### src/rtl/prio_irq_ctrl.sv
module prio_irq_ctrl #(
  parameter int          SYNC_STAGES = 2,
  parameter logic [15:0] VEC_BASE    = 16'h0000
) (
  input  logic        clk,
  input  logic        rst_n,
  input  logic        req_nm,
  input  logic        req_edge,
  input  logic        req_hi,
  input  logic        req_lo,
  input  logic        req_ext,
  input  logic        ser_in,
  input  logic        boundary,
  input  logic        ien_set,
  input  logic        ien_clr,
  input  logic        cfg_wr,
  input  logic [7:0]  cfg_data,
  input  logic        stat_rd,
  output logic [7:0]  stat_data,
  output logic        take,
  output logic [15:0] vec_addr,
  output logic        ext_vec,
  output logic        ser_out
);
  localparam int NPIN = 6;
  localparam int NREQ = 5;
  localparam logic [15:0] VEC_NM   = VEC_BASE + 16'd36;
  localparam logic [15:0] VEC_EDGE = VEC_BASE + 16'd60;
  localparam logic [15:0] VEC_HI   = VEC_BASE + 16'd52;
  localparam logic [15:0] VEC_LO   = VEC_BASE + 16'd44;

  logic [NPIN-1:0] sync_q [SYNC_STAGES];
  logic [NPIN-1:0] syn;
  logic s_nm, s_edge, s_hi, s_lo, s_ext, s_ser;
  logic prev_nm, prev_edge;
  logic [2:0] mask;
  logic ien, pend75, nm_lat;
  logic [NREQ-1:0] req, grant;
  logic cfg_spare_unused;

  assign cfg_spare_unused = cfg_data[5];

  always_ff @(posedge clk or negedge rst_n) begin
    if (!rst_n) begin
      for (int i = 0; i < SYNC_STAGES; i++) sync_q[i] <= '0;
    end else begin
      sync_q[0] <= {ser_in, req_ext, req_lo, req_hi, req_edge, req_nm};
      for (int i = 1; i < SYNC_STAGES; i++) sync_q[i] <= sync_q[i-1];
    end
  end

  assign syn = sync_q[SYNC_STAGES-1];
  assign {s_ser, s_ext, s_lo, s_hi, s_edge, s_nm} = syn;

  assign req   = {ien & s_ext, ien & ~mask[0] & s_lo, ien & ~mask[1] & s_hi,
                  ien & ~mask[2] & pend75, nm_lat & s_nm};
  assign grant = req & (~req + 5'd1);
  assign take  = boundary & (|req);

  always_comb begin
    vec_addr = '0;
    ext_vec  = 1'b0;
    if (take) begin
      if (grant[0])      vec_addr = VEC_NM;
      else if (grant[1]) vec_addr = VEC_EDGE;
      else if (grant[2]) vec_addr = VEC_HI;
      else if (grant[3]) vec_addr = VEC_LO;
      else               ext_vec  = 1'b1;
    end
  end

  assign stat_data = stat_rd ? {s_ser, pend75, s_hi, s_lo, ien, mask} : 8'h00;

  always_ff @(posedge clk or negedge rst_n) begin
    if (!rst_n) begin
      prev_nm   <= 1'b0;
      prev_edge <= 1'b0;
      mask      <= 3'b111;
      ien       <= 1'b0;
      pend75    <= 1'b0;
      nm_lat    <= 1'b0;
      ser_out   <= 1'b0;
    end else begin
      prev_nm   <= s_nm;
      prev_edge <= s_edge;
      if (cfg_wr && cfg_data[3]) mask <= cfg_data[2:0];
      if (cfg_wr && cfg_data[6]) ser_out <= cfg_data[7];
      if (take && !grant[0])     ien <= 1'b0;
      else if (ien_set)          ien <= 1'b1;
      else if (ien_clr)          ien <= 1'b0;
      if (s_edge && !prev_edge)  pend75 <= 1'b1;
      else if ((take && grant[1]) || (cfg_wr && cfg_data[4])) pend75 <= 1'b0;
      if (take && grant[0])      nm_lat <= 1'b0;
      else if (s_nm && !prev_nm) nm_lat <= 1'b1;
    end
  end
endmodule

### config.mk
export PLATFORM = sky130hd
export DESIGN_NAME = prio_irq_ctrl
export DESIGN_NICKNAME = d
export VERILOG_FILES = /design/src/rtl/prio_irq_ctrl.sv
export SDC_FILE = /design/constraint.sdc
export NUM_CORES = 1
export LEC_CHECK = 0
export ABC_CLOCK_PERIOD_IN_PS = 1400
export BUFFER_PORTS_ARGS = -buffer_cell sky130_fd_sc_hd__buf_2
export CELL_PAD_IN_SITES_DETAIL_PLACEMENT = 1
export CELL_PAD_IN_SITES_GLOBAL_PLACEMENT = 2
export CORE_MARGIN = 2
export CORE_UTILIZATION = 23
export DETAILED_ROUTE_END_ITERATION = 8
export PLACE_DENSITY = 0.7
export SYNTH_ARGS = -nofsm -noshare
export SYNTH_HDL_FRONTEND = slang
export SYNTH_SLANG_ARGS = --single-unit
### constraint.sdc
create_clock -name clk -period 1.4 [get_ports clk]
set_clock_uncertainty 0.15 [all_clocks]
set_input_delay 0.14 -clock clk [delete_from_list [all_inputs] [get_ports clk]]
set_output_delay 0.14 -clock clk [all_outputs]
set_load 0.005 [all_outputs]
==> metrics.md <==
| Metric | Value |
|---|---|
| Largest net degree at the start of global routing | `22` |
| Status | `complete, but fails checks` |
| Final setup violation count | `9` |
| Avg Synthesized Cell Area | `12.4 µm²` |
| Cells after Synth | `between 70 and 80` |
| # Max-Cap Violations | `0` |
| Largest family of logic cells by synthesized area | `simple AND/OR/NAND/NOR gates` |
| Vias in the first global route | `approximately 710` |
| Initial antenna violation count | `0` |
| Peak VDD IR | `0.000517 V` |
| Initial drt markers | `6` |
| Final #Nets | `150` |
| Worst setup EP type | `output pin` |
| Slew Limit Fails | `0` |
| Congestion Overflow GR | `0` |
| Clock Sinks | `21` |
| Failing checks | `setup timing` |
| Post-Syn Area | `906 µm²` |
| Worst setup SP type | `flop` |
| Worst min path class | `input pin to flop` |
| Post-route ant nets | `0` |
| Num CTS Buffers | `3` |
| Critical Path RT | `1.11 ns` |
| Placed Instances | `157` |
| Final Non-Filler Cells | `between 150 and 200` |
| PD cells | `1050 nW/µm²` |
| Yosys warning total | `0` |
| Crit path from | `mask[0]` |
| N_diodes | `0` |
| First-pass DRT Iterations | `2` |
| Root buf cell | `clkbuf_8` |
| #FFs+latches synth | `21` |
| Placer Congestion | `0.700` |
| Post-synthesis mux area share | `4.97%` |
| Vias | `683` |
| Vias per cell | `3.88` |
| RSZ-0062 raised after global routing | `yes` |
| DP Wirelength | `1.49 mm` |
| Crit path DAT | `1.45 ns` |
| Drc violations | `0` |
| Synth unique cells | `27` |
| Adder-Cell Fraction of Synth Area | `0%` |
| Htree depth | `1` |
| Total power draw | `between 0.001 and 0.0015 W` |
| Xor/xnor cell area share of the yosys netlist | `0%` |
| Row count | `22` |
| Period utilization | `125%` |
| Simple-gate portion of the synthesized area | `18.6%` |
| Final Hold Viols | `0` |
| CTS tree | `built` |
| Wirelength per Cell | `11.5 µm` |
| Die H | `66.8 µm` |
| # IOs | `48` |
| Peak Freq | `573 MHz` |
| First-pass GRT wire length | `between 3 and 4 mm` |
| Largest area contributor in the netlist | `dfrtp_1` |
| Leak pwr | `0.662 nW` |
| Core box area | `~3700 µm²` |
| R2R Path Start | `mask[0]` |
| GRT Overall Usage | `9.82%` |
| Post-synthesis compound-gate area fraction | `6.35%` |
| Initial cell density of the core | `24.4%` |
| HP Start | `ien_clr` |
| Area contributors post-synth | `dfrtp_1, buf_4, dfstp_2` |
| Final period demand of the worst path | `about 1.7 ns` |
| Crit-path max FO | `4` |
| Fraction of layout cells with a size suffix above 1 | `50.0%` |
| Commonest non-fill, non-tap cell in the layout | `buf_2` |
| IO Port Bufs | `34` |
| Die W | `66.8 µm` |
| Routed Wire Length | `2.03 mm` |
| CP Class | `flop to output pin` |
| Clk buf depth | `2` |
| Sequential area share after synthesis | `58.4%` |
| Die Area | `4460 µm²` |
| Setup ws final | `-0.345 ns` |
| Most frequent cells in the layout | `buf_2, dfrtp_1, conb_1, dlygate4sd3_1` |
| Later-pin clock latency in the skew report | `0.26 ns` |
| Clock Pin Slew Worst Setup and Hold Paths | `0.07 ns` |
| Area grow syn2layout | `49.3%` |
| Yosys top cell area share | `49.7%` |
-- flip-flops by register name (all words and copies together) (netlist names) --
| name | flops |
|---|---|
| prev_edge | 1 |
| nm_lat | 1 |
| pend75 | 1 |
| mask | 3 |
| ien | 1 |
| sync_q | 6 |
| syn | 6 |
| ser_out | 1 |
| prev_nm | 1 |
-- worst paths after layout --
check | end | slack, ns | cells after the start
max in group asynchronous | mask[2] | 0.54 | 2
min in group asynchronous | ser_out | 0.21 | 2
setup / recovery | ext_vec | -0.34 | 3
hold reg to reg | syn[3] | 0.20 | 0
setup reg to reg | ien | 0.08 | 3
hold / removal | ien | 0.05 | 3
-- cells in the mapped netlist, drive strengths merged --
master  instances
buf            13
and2b           1
nand3           1
and2            8
dfstp           3
inv             1
nand2b          1
conb            1
nand2           4
mux2            4
nor2            3
a21o            1
a211o           1
nor3            1
nor2b           4
nor4bb          1
o22a            1
o21a            1
a21oi           1
dfrtp          18
a32o            1
o21ai           2
nor4            1
-- kinds of logic after synthesis --
kind of cell | after synthesis
and+or+nand+nor | 25
other | 1
buffers and inverters | 14
muxes | 4
AOI/OAI and AO/OA | 8
DFF | 21
-- report_power, final --
part | switching [W] | internal [W] | leakage [nW]
combinational | 0.000135 | 0.000198 | 0.395
clock | 0.000190 | 0.000198 | 0.0255
sequential | 0.0000352 | 0.000667 | 0.241
total | 0.000360 | 0.00106 | 0.662
-- metal layers --
| layer | vias up | GRT usage, % | wire, µm |
|---|---|---|---|
| met3 | 2 | 1.35 | 164 |
| met1 | 318 | 13.8 | 959 |
| met5 | - | 0 | 0 |
| li1 | 325 | - | - |
| met4 | 0 | 4.59 | 26 |
| met2 | 38 | 14.9 | 874 |
-- layout make-up --
cell class | count | area (µm²)
Multi-Input combinational cell | 49 | 344
Timing Repair Buffer | 53 | 369
Clock buffer | 3 | 41.3
Clock inverter | 1 | 5.00
Sequential cell | 21 | 529
Tap cell | 48 | 60.1
Fill cell | 445 | 2360
Inverter | 1 | 3.75
-- repair_timing --
| action | 4_1_cts | 5_1_grt |
|---|---|---|
| pin swaps | 4 | 2 |
| setup buffers | 5 | 1 |
| setup endpoints to repair | 9 | 9 |
| gates resized for setup | 10 | 2 |
| hold buffers | 12 | 0 |
| hold endpoints to repair | 29 | 0 |
-- critical path: stages (launching register included) --
cell and delay, ns:
dfstp_2 0.53, and2b_2 0.25, nor4bb_1 0.26, buf_2 0.16
-- per-stage QoR --
step	area (µm²)	utilization (%)	worst slack (ns)	hold WS [ns]	TNS, ns
6_report	1350	36.4	-0.345	0.0470	-1.74
5_1_grt	1350	36.4	-0.400	0.0574	-2.20
4_1_cts	1350	36.2	-0.362	0.0445	-1.87
3_5_place_dp	1120	30.0	-0.0984	-0.0323	-0.169
3_3_place_gp	1120	30.0	-0.0649	-0.0368	-0.0929
2_1_floorplan	953	-	0.0255	-0.306	0
(Power assumes the default switching activity.)
